<file path="src/rtl/mct_pkg.sv">
package mct_pkg;

  localparam int unsigned WORD_W = 32;
  localparam int unsigned CNT_W  = 64;
  localparam int unsigned PSC_W  = 3;
  localparam int unsigned DIV_W  = (1 << PSC_W) - 1;

  localparam int IEN_OFF   = 'h00;
  localparam int STS_OFF   = 'h04;
  localparam int CH_STRIDE = 'h20;
  localparam int SUB_CTRL  = 'h10;
  localparam int SUB_IVLO  = 'h14;
  localparam int SUB_IVHI  = 'h18;
  localparam int SUB_CNLO  = 'h1C;
  localparam int SUB_CNHI  = 'h20;

  typedef struct packed {
    logic             oneshot;
    logic [PSC_W-1:0] psc;
    logic [1:0]       rsvd;
    logic             reload;
    logic             en;
  } ctrl_t;

  function automatic int reg_off(input int ch, input int sub);
    return CH_STRIDE * ch + sub;
  endfunction

  function automatic logic [DIV_W-1:0] psc_mask(input logic [PSC_W-1:0] k);
    logic [DIV_W:0] one;
    one = {{DIV_W{1'b0}}, 1'b1} << k;
    return DIV_W'(one - 1'b1);
  endfunction

  function automatic logic [CNT_W-1:0] cnt_step(input logic [CNT_W-1:0] cnt,
                                                input logic [CNT_W-1:0] ivl,
                                                input logic oneshot);
    if (cnt != '0) return cnt - 1'b1;
    return oneshot ? '0 : ivl;
  endfunction

  function automatic logic [WORD_W-1:0] ctrl_word(input ctrl_t c);
    return {{(WORD_W-8){1'b0}}, c.oneshot, c.psc, 2'b00, c.reload, c.en};
  endfunction

endpackage

</file>
<file path="src/rtl/mct_prescaler.sv">
module mct_prescaler
  import mct_pkg::*;
#(
  parameter int NCH = 2
) (
  input  logic                 clk,
  input  logic                 rst_n,
  input  logic                 src_tick,
  input  logic [NCH*PSC_W-1:0] psc_sel,
  output logic [NCH-1:0]       ch_tick
);

  logic [DIV_W-1:0] div_q;

  always_ff @(posedge clk or negedge rst_n) begin
    if (!rst_n) div_q <= '0;
    else if (src_tick) div_q <= div_q + 1'b1;
  end


  div_adv_chk: assert property (@(posedge clk) disable iff (!rst_n)
    src_tick |=> div_q == $past(div_q) + 1'b1);

  for (genvar i = 0; i < NCH; i++) begin : g_tick
    logic [DIV_W-1:0] msk;
    assign msk = psc_mask(psc_sel[i*PSC_W +: PSC_W]);
    assign ch_tick[i] = src_tick && ((div_q & msk) == msk);


    tick_src_chk: assert property (@(posedge clk) disable iff (!rst_n)
      ch_tick[i] |-> src_tick);
  end

endmodule

</file>
<file path="src/rtl/mct_channel.sv">
module mct_channel
  import mct_pkg::*;
#(
  parameter int STOP_SYNC = 2
) (
  input  logic              clk,
  input  logic              rst_n,
  input  logic              src_tick,
  input  logic              ch_tick,
  input  logic              wr_ctrl,
  input  logic              wr_ivl_lo,
  input  logic              wr_ivl_hi,
  input  logic [WORD_W-1:0] wdata,
  output logic [WORD_W-1:0] ctrl_o,
  output logic [PSC_W-1:0]  psc_o,
  output logic [CNT_W-1:0]  ivl_o,
  output logic [CNT_W-1:0]  cnt_o,
  output logic              uflow_o
);

  localparam int SYNC_W = (STOP_SYNC < 1) ? 1 : $clog2(STOP_SYNC + 1);

  ctrl_t              ctrl_r;
  logic               active;
  logic [SYNC_W-1:0]  drain;
  logic [CNT_W-1:0]   ivl, cnt;
  logic               counting, uflow, os_done;

  assign counting = active && ch_tick && !ctrl_r.reload;
  assign uflow    = counting && (cnt == '0);
  assign os_done  = uflow && ctrl_r.oneshot;

  always_ff @(posedge clk or negedge rst_n) begin
    if (!rst_n) begin
      ctrl_r <= '0;
      active <= 1'b0;
      drain  <= '0;
      ivl    <= '0;
      cnt    <= '0;
    end else begin
      if (wr_ivl_lo) ivl[WORD_W-1:0]     <= wdata;
      if (wr_ivl_hi) ivl[CNT_W-1:WORD_W] <= wdata;

      if (ctrl_r.reload) begin
        cnt           <= ivl;
        ctrl_r.reload <= 1'b0;
      end else if (counting) begin
        cnt <= cnt_step(cnt, ivl, ctrl_r.oneshot);
      end

      if (os_done) begin
        active    <= 1'b0;
        ctrl_r.en <= 1'b0;
        drain     <= '0;
      end else if (drain != '0 && src_tick) begin
        drain <= drain - 1'b1;
        if (drain == SYNC_W'(1)) active <= 1'b0;
      end

      if (wr_ctrl) begin
        ctrl_r <= '{oneshot: wdata[7], psc: wdata[6:4], rsvd: 2'b00,
                    reload: wdata[1], en: wdata[0]};
        if (wdata[0]) begin
          active <= 1'b1;
          drain  <= '0;
        end else if (active && ctrl_r.en) begin
          if (STOP_SYNC == 0) active <= 1'b0;
          else                drain  <= SYNC_W'(STOP_SYNC);
        end
      end
    end
  end

  assign ctrl_o  = ctrl_word(ctrl_r);
  assign psc_o   = ctrl_r.psc;
  assign ivl_o   = ivl;
  assign cnt_o   = cnt;
  assign uflow_o = uflow;


  reload_load_chk: assert property (@(posedge clk) disable iff (!rst_n)
    (ctrl_r.reload && !wr_ctrl) |=> (cnt == $past(ivl)) && !ctrl_r.reload);


  count_dec_chk: assert property (@(posedge clk) disable iff (!rst_n)
    (active && ch_tick && !ctrl_r.reload && cnt != '0) |=> cnt == $past(cnt) - 1'b1);


  periodic_reload_chk: assert property (@(posedge clk) disable iff (!rst_n)
    (uflow && !ctrl_r.oneshot) |=> cnt == $past(ivl));


  oneshot_stop_chk: assert property (@(posedge clk) disable iff (!rst_n)
    (os_done && !wr_ctrl) |=> !active && !ctrl_r.en && cnt == '0);


  idle_hold_chk: assert property (@(posedge clk) disable iff (!rst_n)
    (!active && !ctrl_r.reload) |=> $stable(cnt));


  drain_end_chk: assert property (@(posedge clk) disable iff (!rst_n)
    (drain == SYNC_W'(1) && src_tick && !wr_ctrl) |=> !active);

endmodule

</file>
<file path="src/rtl/mct_timer.sv">
module mct_timer
  import mct_pkg::*;
#(
  parameter int NCH       = 2,
  parameter int ADDR_W    = 8,
  parameter int STOP_SYNC = 2
) (
  input  logic              clk,
  input  logic              rst_n,
  input  logic              src_tick,
  input  logic              bus_sel,
  input  logic              bus_we,
  input  logic [ADDR_W-1:0] bus_addr,
  input  logic [31:0]       bus_wdata,
  output logic [31:0]       bus_rdata,
  output logic              irq
);

  logic                 wr;
  int                   addr_i;
  logic [NCH-1:0]       ien_q, sts_q, sts_clr, uflow, ch_tick;
  logic [NCH*PSC_W-1:0] psc_bus;
  logic [WORD_W-1:0]    ctrl_w [NCH];
  logic [CNT_W-1:0]     ivl_w  [NCH];
  logic [CNT_W-1:0]     cnt_w  [NCH];
  logic [WORD_W-1:0]    rdata_c;

  assign wr     = bus_sel && bus_we;
  assign addr_i = int'(bus_addr);

  mct_prescaler #(.NCH(NCH)) psc_i (
    .clk(clk), .rst_n(rst_n), .src_tick(src_tick),
    .psc_sel(psc_bus), .ch_tick(ch_tick)
  );

  for (genvar i = 0; i < NCH; i++) begin : g_ch
    logic wr_ctrl, wr_lo, wr_hi;
    assign wr_ctrl = wr && addr_i == reg_off(i, SUB_CTRL);
    assign wr_lo   = wr && addr_i == reg_off(i, SUB_IVLO);
    assign wr_hi   = wr && addr_i == reg_off(i, SUB_IVHI);

    mct_channel #(.STOP_SYNC(STOP_SYNC)) ch_i (
      .clk(clk), .rst_n(rst_n), .src_tick(src_tick), .ch_tick(ch_tick[i]),
      .wr_ctrl(wr_ctrl), .wr_ivl_lo(wr_lo), .wr_ivl_hi(wr_hi),
      .wdata(bus_wdata), .ctrl_o(ctrl_w[i]),
      .psc_o(psc_bus[i*PSC_W +: PSC_W]), .ivl_o(ivl_w[i]),
      .cnt_o(cnt_w[i]), .uflow_o(uflow[i])
    );


    sts_set_chk: assert property (@(posedge clk) disable iff (!rst_n)
      uflow[i] |=> sts_q[i]);


    sts_clr_chk: assert property (@(posedge clk) disable iff (!rst_n)
      (wr && addr_i == STS_OFF && bus_wdata[i] && !uflow[i]) |=> !sts_q[i]);
  end

  assign sts_clr = (wr && addr_i == STS_OFF) ? bus_wdata[NCH-1:0] : '0;

  always_ff @(posedge clk or negedge rst_n) begin
    if (!rst_n) begin
      ien_q <= '0;
      sts_q <= '0;
    end else begin
      if (wr && addr_i == IEN_OFF) ien_q <= bus_wdata[NCH-1:0];
      sts_q <= (sts_q & ~sts_clr) | uflow;
    end
  end

  always_comb begin
    rdata_c = '0;
    if (addr_i == IEN_OFF) rdata_c = WORD_W'(ien_q);
    if (addr_i == STS_OFF) rdata_c = WORD_W'(sts_q);
    for (int i = 0; i < NCH; i++) begin
      if (addr_i == reg_off(i, SUB_CTRL)) rdata_c = ctrl_w[i];
      if (addr_i == reg_off(i, SUB_IVLO)) rdata_c = ivl_w[i][WORD_W-1:0];
      if (addr_i == reg_off(i, SUB_IVHI)) rdata_c = ivl_w[i][CNT_W-1:WORD_W];
      if (addr_i == reg_off(i, SUB_CNLO)) rdata_c = cnt_w[i][WORD_W-1:0];
      if (addr_i == reg_off(i, SUB_CNHI)) rdata_c = cnt_w[i][CNT_W-1:WORD_W];
    end
  end

  assign bus_rdata = bus_sel ? rdata_c : '0;
  assign irq       = |(sts_q & ien_q);


  irq_quiet_chk: assert property (@(posedge clk) disable iff (!rst_n)
    (ien_q == '0) |-> !irq);


  irq_source_chk: assert property (@(posedge clk) disable iff (!rst_n)
    irq |-> (sts_q != '0));

endmodule

</file>
<file path="config.mk">
export PLATFORM = sky130hd
export DESIGN_NAME = mct_timer
export DESIGN_NICKNAME = d
export VERILOG_FILES = /design/src/rtl/mct_pkg.sv /design/src/rtl/mct_prescaler.sv /design/src/rtl/mct_channel.sv /design/src/rtl/mct_timer.sv
export SDC_FILE = /design/constraint.sdc
export NUM_CORES = 1
export LEC_CHECK = 0
export BUFFER_PORTS_ARGS = -buffer_cell sky130_fd_sc_hd__buf_2
export CAP_MARGIN = 10
export CORE_UTILIZATION = 35
export CTS_CLUSTER_DIAMETER = 80
export DETAILED_ROUTE_END_ITERATION = 7
export GPL_TIMING_DRIVEN = 0
export MAX_ROUTING_LAYER = met4
export SYNTH_ARGS = -nofsm -noshare
export SYNTH_HDL_FRONTEND = slang
export SYNTH_SLANG_ARGS = --single-unit
</file>
<file path="constraint.sdc">
create_clock -name clk -period 4.2 [get_ports clk]
set_input_delay 0.21 -clock clk [delete_from_list [all_inputs] [get_ports clk]]
set_output_delay 0.21 -clock clk [all_outputs]
set_load 0.01 [all_outputs]
</file>
==> results.toml <==
[placed_design]
dp_hpwl_microns = 56900
dpl_cell_area_sq_um = 17700
portBuffers = 74
gp_congestion = 1.01

[timing]
relSlewSlack_pct = 13.5
rsz0062_at_grt = "no"
setup_violations = 0
fin_crit_sh_pct = 97.9
fin_crit_ps = 4110
clock.fmax_mhz = 243
tightest_slew_ps = 1290
hold_violations = 0
skew_ps = 25.3
maxSlewViolCount = 0

[cells_and_area]
fillers = 4599
drive_gt1_share_pct = 16.9
design_area_sq_um = 19200
area_delta_synth_final_pct = 16.7
utilization_pct = 41.3
nets = 1924

[pwr]
intPower_mw = 5.11
power.share.clock_pct = 46.4
p_leak_nw = 8.06
ir_drop_mv = 0.242
seqPwrFrac_pct = 44.0
switching_share_pct = 27.3
switchingPower_mw = 1.92
p_comb_share_pct = 9.6
p_per_area_nw_per_um2 = 367

[routing]
wire_per_inst_microns = 30.5
via_count = 16400
postRouteAntennaNets = 0
drt-vias-per-instance = 6.53
dr.pass1.iters = 8
first_iter_violations = 2286
drt-total-wl_microns = 76400
drc = 1

[yosys]
synth_top_area_share_pct = 43.4
avgSynthCellArea_sq_um = 9.49
synthTopCellsByCount = "dfrtp_1 (285), nand2_1 (167), mux2_2 (125)"
ys_types = 82
syn_nets = 1784
synthCells = 1732
ys_ff_latch = 285
async_reset_ff_share_pct = 100
synthesis.area_sq_um = 16400
yosys_most_used_dff = "dfrtp_1"
yosys.cell_count.top_type = "dfrtp_1"
synthTopCellsByArea = "dfrtp_1 (43%), mux2_2 (8.6%), nand2_1 (3.8%)"
ys_warn_count = 0
synth_edf_count = 0
synth_top_cell_by_area = "dfrtp_1"
yosysSeqAreaShare_pct = 43.4

[floorplan]
die_x_microns = 219
start_util_pct = 35.4
ioPinCount = 78
die_height_microns = 219
die_area_sq_um = 47800
rows = 79
core_area_sq_um = 46500

[setup_path]
required_ps = 4620
end_kind = "flip-flop"
crit_path_top_delay_cell = "clkdlybuf4s15_1"
critical_path_buf_inv_count = 2
crit_type = "reg -> reg"
cpPeakStageDelay_ps = 780
r2r_slack_ps = 90
arrival_ps = 4530
crit_chain = "inv_1, ha_1, nor4b_4, and3_1, nand3_1, nor3_4, clkdlybuf4s15_1, nor2_1, a311oi_1, o21ai_1"
crit_fanout = 10
cpLargestDelayFamily = "simple AND/OR/NAND/NOR gates"
critPathLaunchType = "flip-flop"

[grt]
grt_max_degree = 99
grt_pass1_vias = 15600
track_usage_pct = 32.9
grt_overflow = 0
grt_antenna_before_repair = 5
grt_pass1_wl_microns = 111000

[clock_network]
numCtsBuffers = 36
cts_tree = "done"
numClockSinks = 285
insertion_delay_ps = 570
clkSlewWorstSetupHoldPaths_ps = 60
clockBufferDepth = 3
cts_max_level = 2
cts_root_buf = "clkbuf_16"
cts_setup_buffers = 0

[status]
violations = "design-rule violations"
outcome = "finished with violations"

[run]
cap_violations = 0

[hold_path]
hold_path.class = "in -> reg"
-- routing by layer --
metal | wire length [microns] | vias to the layer above | GRT usage [%]
li1 | - | 6941 | -
met1 | 31400 | 8230 | 43.7
met2 | 33500 | 989 | 48.7
met3 | 7580 | 211 | 5.96
met4 | 3870 | 0 | 14.5
met5 | 0 | - | -
-- what timing repair did --
| item | CTS | global route |
|---|---|---|
| hold endpoints to repair | 123 | 0 |
| gates resized for setup | 4 | 4 |
| hold buffers | 24 | 0 |
| setup endpoints to repair | 16 | 11 |
-- worst reg2reg max path, stage by stage (launching register included) --
cell             delay, ps
dfrtp_1                450
inv_1                   90
ha_1                   190
nor4b_4                520
and3_1                 450
nand3_1                460
nor3_4                 600
clkdlybuf4s15_1        790
nor2_1                  80
a311oi_1               270
o21ai_1                100
-- per-stage QoR --
step | cells | setup TNS [ps] | setup WS [ps] | power (mW) | hold WS [ps]
after floorplan | 1732 | 0 | 1530 | 3.46 | -85.6
after global placement | 2413 | -794360 | -2820 | 3.74 | 474
after detailed placement | 2417 | -1130 | -139 | 3.78 | 171
after CTS | 2504 | 0 | 55.4 | 7.06 | 2.90
after global routing | 2506 | 0 | 111 | 7.28 | 8.97
final | 2507 | 0 | 88.7 | 7.04 | 23.8
-- placed cells by master (no fill, tap or decap), drive strengths merged, types with 18 or more instances in the layout --
cell type	instances
o21ai	121
nand2	169
or3	31
nor4	40
dlygate4sd3	24
and3	34
nand3	53
a22oi	29
o211ai	20
a21oi	83
clkbuf	148
nand4	21
nor2	124
nor3	74
buf	98
a222oi	58
xnor2	24
inv	42
mux2	125
o221ai	26
o311ai	25
xor2	18
dfrtp	285
-- cell type report --
type                    instances  area, sq um  share of cell area (%)
multi-input cells            1288         8670                    45.2
flip-flops and latches        285         7130                    37.2
clock buffers                  52         1100                    5.76
well taps                     607          759                    3.96
repair buffers                102          708                    3.69
plain buffers                 117          505                    2.64
inverters                      42          158                   0.822
clock inverters                11          125                   0.653
diodes                          3         7.51                  0.0392
-- state kept, by name (all words and copies together) (netlist names) --
signal,cells
g_ch.ch_i.psc_o,6
psc_i.div_q,7
sts_q,2
ien_q,2
g_ch.ch_i.ivl_o,128
g_ch.ch_i.active,2
g_ch.ch_i.drain,4
g_ch.ch_i.ctrl_o,6
g_ch.ch_i.cnt_o,128
-- cells by family (layout without fill, tap and decap cells) --
logic type / Yosys count / count (layout) / share of synthesized area (%)
buffers and inverters: 159 / 324 / 3.99
DFF: 285 / 285 / 43.4
and+or+nand+nor: 616 / 616 / 19.6
adders and majority gates: 7 / 7 / 0.533
other: 0 / 3 / 0
muxes: 135 / 135 / 9.17
AOI/OAI and AO/OA: 488 / 488 / 21.0
xor gates and xnor gates: 42 / 42 / 2.24
-- worst paths after layout --
path | from | end | depth (start not counted)
hold reg to reg | psc_i.div_q[6]$_DFFE_PN0P_ | psc_i.div_q[6]$_DFFE_PN0P_ | 1
min in group asynchronous | rst_n | g_ch[1].ch_i.cnt_o[31]$_DFFE_PN0P_ | 2
max in group asynchronous | rst_n | sts_q[1]$_DFF_PN0_ | 4
setup reg to reg | g_ch[1].ch_i.cnt_o[0]$_DFFE_PN0P_ | g_ch[1].ch_i.cnt_o[1]$_DFFE_PN0P_ | 10
hold / removal | bus_wdata[2] | g_ch[0].ch_i.ivl_o[2]$_DFFE_PN0P_ | 2
setup / recovery | g_ch[1].ch_i.cnt_o[0]$_DFFE_PN0P_ | g_ch[1].ch_i.cnt_o[1]$_DFFE_PN0P_ | 10
-- power groups by stage --
stage	Combinational [mW]	Clock (mW)	Sequential (mW)
after floorplan	0.407	0	3.05
after global routing	0.756	3.41	3.11
after CTS	0.669	3.31	3.09
after global placement	0.616	0	3.13
final	0.673	3.27	3.10
after detailed placement	0.647	0	3.13
Note: power is estimated with default switching activity, not from simulation.
